`src/rtl/fpctl_pkg.sv`:
```
package fpctl_pkg;
  localparam int CTL_W = 4;
  typedef logic [CTL_W-1:0] ctl_t;
  localparam ctl_t CTL_RESET = '0;
  typedef struct packed {
    logic vld;
    logic fp;
    logic issue;
    logic done;
    ctl_t ctl;
  } lane_out_t;
endpackage

```
`src/rtl/fpctl_pick.sv`:
```
module fpctl_pick #(
  parameter int LANES = 2,
  parameter int DEPTH = 8,
  parameter int CNTW  = 4
) (
  input  logic             busy,
  input  logic [CNTW-1:0]  used,
  input  logic [LANES-1:0] v,
  input  logic [LANES-1:0] fp,
  input  logic [LANES-1:0] cw,
  input  logic [LANES-1:0] rdy,
  output logic [LANES-1:0] take
);
  logic full;
  assign full = (used >= CNTW'(DEPTH));

  // in-order prefix; a control write is the only FP op in its group
  always_comb begin
    logic stop;
    logic fp_seen;
    logic cw_seen;
    take    = '0;
    stop    = busy;
    fp_seen = 1'b0;
    cw_seen = 1'b0;
    for (int i = 0; i < LANES; i++) begin
      if (!stop) begin
        if (!v[i]) begin
          stop = 1'b1;
        end else if (cw[i]) begin
          if (fp_seen || !rdy[i] || full) begin
            stop = 1'b1;
          end else begin
            take[i] = 1'b1;
            fp_seen = 1'b1;
            cw_seen = 1'b1;
          end
        end else if (fp[i]) begin
          if (cw_seen) begin
            stop = 1'b1;
          end else begin
            take[i] = 1'b1;
            fp_seen = 1'b1;
          end
        end else begin
          take[i] = 1'b1;
        end
      end
    end
  end
endmodule

```
`src/rtl/fpctl_undo_store.sv`:
```
module fpctl_undo_store
  import fpctl_pkg::*;
#(
  parameter int DEPTH = 8,
  parameter int CNTW  = 4
) (
  input  logic            clk,
  input  logic            rst,
  input  logic            push,
  input  ctl_t            push_val,
  input  logic            pop,
  input  logic            release_old,
  output ctl_t            top_val,
  output logic [CNTW-1:0] used
);
  localparam int PW = (DEPTH > 1) ? $clog2(DEPTH) : 1;

  ctl_t          mem [DEPTH];
  logic [PW-1:0] wp;
  logic          pop_ok;
  logic          rel_ok;

  assign pop_ok  = pop && (used != '0);
  assign rel_ok  = release_old && (used != '0) && !(pop_ok && used == CNTW'(1));
  assign top_val = mem[wp - PW'(1)];

  // storage without reset so it maps onto RAM
  always_ff @(posedge clk) begin
    if (push) mem[wp] <= push_val;
  end

  always_ff @(posedge clk) begin
    if (rst) begin
      wp   <= '0;
      used <= '0;
    end else begin
      if (push)        wp <= wp + PW'(1);
      else if (pop_ok) wp <= wp - PW'(1);
      used <= used + CNTW'(push) - CNTW'(pop_ok) - CNTW'(rel_ok);
    end
  end
endmodule

```
`src/rtl/fpctl_lane_out.sv`:
```
module fpctl_lane_out
  import fpctl_pkg::*;
(
  input  logic      clk,
  input  logic      rst,
  input  logic      take,
  input  logic      fp,
  input  logic      cw,
  input  ctl_t      cur,
  output lane_out_t q
);
  logic is_fp;
  assign is_fp = fp | cw;

  always_ff @(posedge clk) begin
    if (rst) begin
      q <= '0;
    end else begin
      q.vld   <= take;
      q.fp    <= take & is_fp;
      q.issue <= take & ~cw;
      q.done  <= take & cw;
      q.ctl   <= (take && is_fp) ? cur : '0;
    end
  end
endmodule

```
`src/rtl/fpctl_rename.sv`:
```
module fpctl_rename
  import fpctl_pkg::*;
#(
  parameter int LANES = 2,
  parameter int DEPTH = 8,
  parameter int CNTW  = $clog2(DEPTH + 1)
) (
  input  logic                   clk,
  input  logic                   rst,
  input  logic [LANES-1:0]       in_vld,
  input  logic [LANES-1:0]       in_fp,
  input  logic [LANES-1:0]       in_cwr,
  input  logic [LANES-1:0]       in_rdy,
  input  logic [LANES*CTL_W-1:0] in_val,
  output logic [LANES-1:0]       in_take,
  input  logic                   cm_vld,
  input  logic                   fl_vld,
  input  logic [CNTW-1:0]        fl_cnt,
  output logic [LANES-1:0]       o_vld,
  output logic [LANES-1:0]       o_fp,
  output logic [LANES-1:0]       o_issue,
  output logic [LANES-1:0]       o_done,
  output logic [LANES*CTL_W-1:0] o_ctl,
  output logic [CTL_W-1:0]       cur_ctl
);
  ctl_t            cur;
  ctl_t            top_val;
  ctl_t            wval;
  logic            wr;
  logic            busy;
  logic            pop;
  logic [CNTW-1:0] used;
  logic [CNTW-1:0] und_left;

  assign pop     = (und_left != '0);
  assign busy    = fl_vld | pop;
  assign cur_ctl = cur;

  fpctl_pick #(.LANES(LANES), .DEPTH(DEPTH), .CNTW(CNTW)) u_pick (
    .busy (busy),
    .used (used),
    .v    (in_vld),
    .fp   (in_fp),
    .cw   (in_cwr),
    .rdy  (in_rdy),
    .take (in_take)
  );

  always_comb begin
    wr   = 1'b0;
    wval = cur;
    for (int i = 0; i < LANES; i++) begin
      if (in_take[i] && in_cwr[i]) begin
        wr   = 1'b1;
        wval = in_val[i*CTL_W +: CTL_W];
      end
    end
  end

  fpctl_undo_store #(.DEPTH(DEPTH), .CNTW(CNTW)) u_store (
    .clk         (clk),
    .rst         (rst),
    .push        (wr),
    .push_val    (cur),
    .pop         (pop),
    .release_old (cm_vld),
    .top_val     (top_val),
    .used        (used)
  );

  always_ff @(posedge clk) begin
    if (rst) begin
      cur      <= CTL_RESET;
      und_left <= '0;
    end else begin
      if (pop && used != '0) cur <= top_val;
      else if (wr)           cur <= wval;
      und_left <= und_left - CNTW'(pop) + (fl_vld ? fl_cnt : '0);
    end
  end

  for (genvar g = 0; g < LANES; g++) begin : g_lane
    lane_out_t q;
    fpctl_lane_out u_out (
      .clk  (clk),
      .rst  (rst),
      .take (in_take[g]),
      .fp   (in_fp[g]),
      .cw   (in_cwr[g]),
      .cur  (cur),
      .q    (q)
    );
    assign o_vld[g]                 = q.vld;
    assign o_fp[g]                  = q.fp;
    assign o_issue[g]               = q.issue;
    assign o_done[g]                = q.done;
    assign o_ctl[g*CTL_W +: CTL_W]  = q.ctl;
  end
endmodule

```
`config.mk`:
```
export PLATFORM = sky130hd
export DESIGN_NAME = fpctl_rename
export DESIGN_NICKNAME = d
export VERILOG_FILES = /design/src/rtl/fpctl_pkg.sv /design/src/rtl/fpctl_pick.sv /design/src/rtl/fpctl_undo_store.sv /design/src/rtl/fpctl_lane_out.sv /design/src/rtl/fpctl_rename.sv
export SDC_FILE = /design/constraint.sdc
export NUM_CORES = 1
export LEC_CHECK = 0
export BUFFER_PORTS_ARGS = -buffer_cell sky130_fd_sc_hd__buf_2
export CORE_AREA = 2 2 74 76
export DETAILED_ROUTE_END_ITERATION = 12
export DIE_AREA = 0 0 76 78
export PLACE_DENSITY = 0.81
export SLEW_MARGIN = 30
export SYNTH_ARGS = -nofsm -noshare
export SYNTH_HDL_FRONTEND = slang
export SYNTH_SLANG_ARGS = --single-unit
```
`constraint.sdc`:
```
create_clock -name clk -period 6.54 [get_ports clk]
set_clock_uncertainty 0.05 [all_clocks]
set_input_delay 0.981 -clock clk [delete_from_list [all_inputs] [get_ports clk]]
set_output_delay 0.981 -clock clk [all_outputs]
set_load 0.05 [all_outputs]
```
# Word level (Yosys, flattened, before mapping)
# Memory sizes are Yosys's and may differ from the RTL's.
# Index checks and enable logic that the tools add are counted.
dict set report totals {
  regBits 31
  in_bits 24
  out_inout_bits 22
  word_cells 90
  memories 1
  ram_bits 32
}
dict set report op_classes {
  order_cmp 1
  muxes 32
  add_sub_neg 7
  reduce_logical 21
  bitwise 13
  n_eq_ne 1
}
# memory words word_bits read_ports rd_ports_with_merged_regs wr line_no
set mem_list {}
lappend mem_list {u_store.mem 8 4 1 0 1 fpctl_undo_store.sv:18} ;# ctl_t mem [DEPTH];
# operator n
set op_table {}
lappend op_table {{1-bit two-way mux} 25}
lappend op_table {{4-bit two-way mux} 5}
lappend op_table {{4-bit by 1-bit subtractor with 4-bit output} 3}
lappend op_table {{1-bit logical AND} 8}
lappend op_table {{4-bit nonzero test} 2}
lappend op_table {{1-bit AND} 6}
lappend op_table {{3-bit two-way mux} 2}
lappend op_table {{4-bit by 1-bit adder with 4-bit output} 1}
lappend op_table {{4-bit adder} 1}
lappend op_table {{4-bit by 1-bit == test with 1-bit output, second input constant} 1}
lappend op_table {{4-bit greater-or-equal comparator, second input constant} 1}
lappend op_table {{1-bit inverter} 4}
lappend op_table {{2-bit OR reduction} 2}
lappend op_table {{3-bit by 1-bit adder with 3-bit output, second input constant} 1}
lappend op_table {{1-bit logical NOT} 3}
lappend op_table {{1-bit logical OR} 3}
lappend op_table {{1-bit bitwise OR} 3}
lappend op_table {{3-bit nonzero test} 1}
lappend op_table {{3-bit by 1-bit subtractor with 3-bit output, second input constant} 1}
lappend op_table {{2-bit AND reduction} 1}
lappend op_table {{2-bit nonzero test} 1}

# Depth between registers and ports, before layout
dict set report logic_depth {
  depth_word 17
  depth_mapped 14
  mapped_depth_nobuf 14
}

# Cells and area by module
# From an unflattened synthesis, not the netlist that was laid out.
dict set report hier_totals {
  cells_unflattened 229
  area_unflattened_um2 2941.6
}
# mod seq_area_each_um2 cells_per_inst instances area_each_um2
set by_module_without_submodules {}
lappend by_module_without_submodules {fpctl_undo_store 1101.1 110 1 1742.9}
lappend by_module_without_submodules {fpctl_rename 160.2 72 1 615.6}
lappend by_module_without_submodules {fpctl_lane_out 160.2 20 2 265.3}
lappend by_module_without_submodules {fpctl_pick 0.0 7 1 52.6}

# Least setup slack after synthesis
# Ideal clock, no wire load.
dict set report synth_path {
  path_kind {input -> output}
  startpoint {input port in_fp[0]}
  endpoint {output port in_take[1]}
  required_time_ns 5.509
  t_arrival_ns 2.000
  n_path_buf 1
  stages 5
  path_slack_ns 3.509
  cell_sequence {nand2b_2 > nor4_1 > o31ai_1 > a311oi_1 > buf_4}
}
dict set report synth_via {
  elab_chain_cells 10
}
# element line_no
set synth_lines {}
lappend synth_lines {{start: declaration} fpctl_rename.sv:11} ;# input logic [LANES-1:0] in_fp,
lappend synth_lines {{1-bit two-way mux} fpctl_pick.sv:38} ;# end else if (fp[i]) begin
lappend synth_lines {{1-bit two-way mux} fpctl_pick.sv:30} ;# end else if (cw[i]) begin
lappend synth_lines {{1-bit two-way mux} fpctl_pick.sv:28} ;# if (!v[i]) begin
lappend synth_lines {{1-bit two-way mux} fpctl_pick.sv:27} ;# if (!stop) begin
lappend synth_lines {{1-bit logical OR (2 in a row)} fpctl_pick.sv:31} ;# if (fp_seen || !rdy[i] || full) begin
lappend synth_lines {{1-bit two-way mux} fpctl_pick.sv:31}
lappend synth_lines {{1-bit two-way mux} fpctl_pick.sv:30}
lappend synth_lines {{1-bit two-way mux} fpctl_pick.sv:28}
lappend synth_lines {{1-bit two-way mux} fpctl_pick.sv:27}
lappend synth_lines {{end: declaration} fpctl_rename.sv:15} ;# output logic [LANES-1:0] in_take,
# No other way between the ends.

# Worst setup path in the final report
# Same ends and word-level chain as after synthesis.

==> metrics.md <==
| Metric | Value |
|---|---|
| LEAKAGE | `~1.3 nW` |
| Sequential power share | `between 40 and 50%` |
| CP endpoint kind | `primary output` |
| Routability cong. | `0.856` |
| RSZ-0062 raised after global routing | `false` |
| CTS H-Tree Depth | `3` |
| Hold Crit Class | `flip-flop to flip-flop` |
| Sw Ratio | `37.4%` |
| Setup TNS | `0 ps` |
| Warnings from Yosys | `0` |
| Critical path required time | `~5500 ps` |
| Top FF cell, synth | `edfxtp_1` |
| Crit start category | `input port` |
| DR WL/cell | `16.8 um` |
| DR vias | `2003` |
| Final ANT Viol Nets | `0` |
| Synth unique cells | `53` |
| CP delay by family, top | `simple AND/OR/NAND/NOR gates` |
| Slew margin rel. | `between 40% and 50%` |
| First-pass GRT wire length | `9770 um` |
| TritonCTS clock tree | `done` |
| Max Clk Rate | `0.291 GHz` |
| Int Power | `0.000845 W` |
| Total die area | `5930 um2` |
| Share of cells above drive strength 1 | `31.9%` |
| Clock slew at reported path FFs | `70 ps` |
| Clock Power Share | `between 20% and 30%` |
| CTS Buf Count | `9` |
| Worst hold margin | `between 500 and 600 ps` |
| Die Wd | `76 um` |
| Detailed Route WL | `between 5000 and 6000 um` |
| Ratio of final minimum period to clock period | `52.5%` |
| Final min period | `3440 ps` |
| Worst setup margin | `3100 ps` |
| All-Layer GR Usage | `between 20 and 25%` |
| Initial DRT Pass Iterations | `4` |
| Most frequent cells after synthesis | `edfxtp_1 (32), dfxtp_1 (31), nor2_1 (19), inv_1 (17), ha_1 (14)` |
| Largest stage delay on the critical path | `340 ps` |
| Initial Utilization | `58.4%` |
| Pwr/cell area | `roughly 400 nW/um2` |
| Comb pwr share | `approximately two fifths` |
| Vias per std cell | `5.64` |
| Max capacitance violation total | `0` |
| Setup Buffers After CTS | `0` |
| Hpwl dp | `roughly 4200 um` |
| Hold Buf Count CTS | `0` |
| # IOs | `46` |
| Maximum vdd drop | `about 0.26 mV` |
| Synthesized area per cell | `between 10 and 15 um2` |
| Status | `complete, no violations` |
| Top cells by area, synth | `edfxtp_1 (33%), dfxtp_1 (21%), mux4_2 (6.1%)` |
| Cell taking the most area after synthesis | `edfxtp_1` |
| Row count | `26` |
| Grt ovf | `0` |
| Seq/Total Area, Yosys | `53.7%` |
| Final Net Count | `320` |
| CP arrival | `2410 ps` |
| Port-buffer cells | `45` |
| Final Hold Violating Endpoints | `0` |
| DRC | `0` |
| Most used cell along the critical path | `buf_2` |
| Antenna violations before repair | `0` |
| Async SR Flop Fraction | `0%` |
| Switching pwr | `0.000505 W` |
| Largest net degree at the start of global routing | `26` |
| Die Ht | `around 78 um` |
| Post-Syn Nets | `between 200 and 300` |
| Crit path max-delay cell type | `nor4_1` |
| Syn-to-layout area delta | `13.5%` |
| Cts repair resizes | `0` |
| Starting DRT DRC Count | `179` |
| EDFF count, synth | `32` |
| Clock sink count | `63` |
| Most common cell in the synthesized netlist | `edfxtp_1` |
| Vias in the first global route | `1995` |
| Class of the most critical setup path | `input port to primary output` |
| Finish-stage setup viols | `0` |
| Number of buffers and inverters on the critical path | `2` |
| Flops & latches, synth | `63` |
| Longest Clk Path Bufs | `2` |
| R2R Setup Slk | `3310 ps` |
| Synth Instances | `236` |
| Inserted Diodes | `0` |
| Ordered list of cells on the worst path | `buf_2, nand2b_2, nor4_1, o31ai_1, a311oi_1, buf_2` |
| Root Buffer | `clkbuf_8` |
| Worst-Skew Late Latency | `340 ps` |
| Top cell type's share of synthesized area | `32.6%` |
| Post-Syn Area | `2950 um2` |
| Worst-margin pin slew | `853 ps` |
| Dpl ws | `approximately 2900 ps` |
| Slew Viols, Final | `0` |
| Worst Path Max Fanout | `6` |
| Core Region | `5040 um2` |
==> layout by cell type (no fill, tap or decap), types with 3 or more instances in the layout <==
master,count
clkbuf_8,9
a21oi_1,9
nor3b_1,6
nand2_1,10
nor2b_1,4
inv_1,17
mux2i_1,3
mux4_2,8
buf_2,45
ha_1,14
dfxtp_1,31
xnor2_1,4
nor4_1,9
o41ai_2,3
nor3_1,4
or3_2,4
mux2_2,3
o21a_1,4
clkinv_2,5
and2_1,5
edfxtp_1,32
nor2_1,19
==> flip-flops by register name (all words and copies together), names as in the netlist <==
register,count
u_store.wp,3
u_store.mem,32
u_store.used,4
cur_ctl,4
und_left,4
g_lane.u_out.q,16
==> worst min-delay path: stages, from the launching register on <==
cell	delay [ps]
dfxtp_1	340
ha_1	130
nor2b_1	100
==> path summary, 6_finish.rpt <==
path                           to  depth (start not counted)        start
setup / recovery       in_take[1]                          6     in_fp[0]
hold / removal        und_left[0]                          2  und_left[0]
setup reg to reg  u_store.used[3]                         10  und_left[1]
hold reg to reg       und_left[0]                          2  und_left[0]
==> per-stage QoR <==
stage	power, W	cells	util [%]	cell area (um2)
after global placement	0.00106	339	62.9	3170
after CTS	0.00136	355	66.3	3340
final	0.00135	355	66.3	3340
after floorplan	0.000966	236	-	2950
after detailed placement	0.00107	339	63.1	3180
after global routing	0.00145	355	66.3	3340
==> routing by layer <==
layer / vias to the layer above / track usage (%) / wire (um)
li1: 954 / - / -
met1: 954 / 29.6 / 2600
met2: 84 / 32.4 / 2830
met3: 11 / 8.72 / 433
met4: 0 / 6.91 / 93
met5: - / 0 / 0
==> cells by family after synthesis <==
kind of cell	count (synthesis)	synth area share (%)
mux	14	8.28
buf+inv	29	5.10
fa+ha+maj	16	7.30
compound gates	29	8.07
flops	63	53.7
simple gates	79	15.8
xor+xnor	6	1.78
==> power groups by stage <==
stage                     Clock, W  Combinational, W  Sequential [W]
after detailed placement         0          0.000519        0.000556
after global routing      0.000312          0.000581        0.000557
after CTS                 0.000291          0.000523        0.000547
final                     0.000282          0.000521        0.000547
after global placement           0          0.000505        0.000553
after floorplan                  0          0.000421        0.000546
==> area by class of cell <==
type,count,area [um2]
clock buffers,9,124
clock inverters,7,40.0
fillers,375,1700
inverters,17,63.8
multi-input cells,144,1220
flip-flops and latches,63,1580
well taps,70,87.6
repair buffers,45,225
Power figures use the tool's default switching activity.
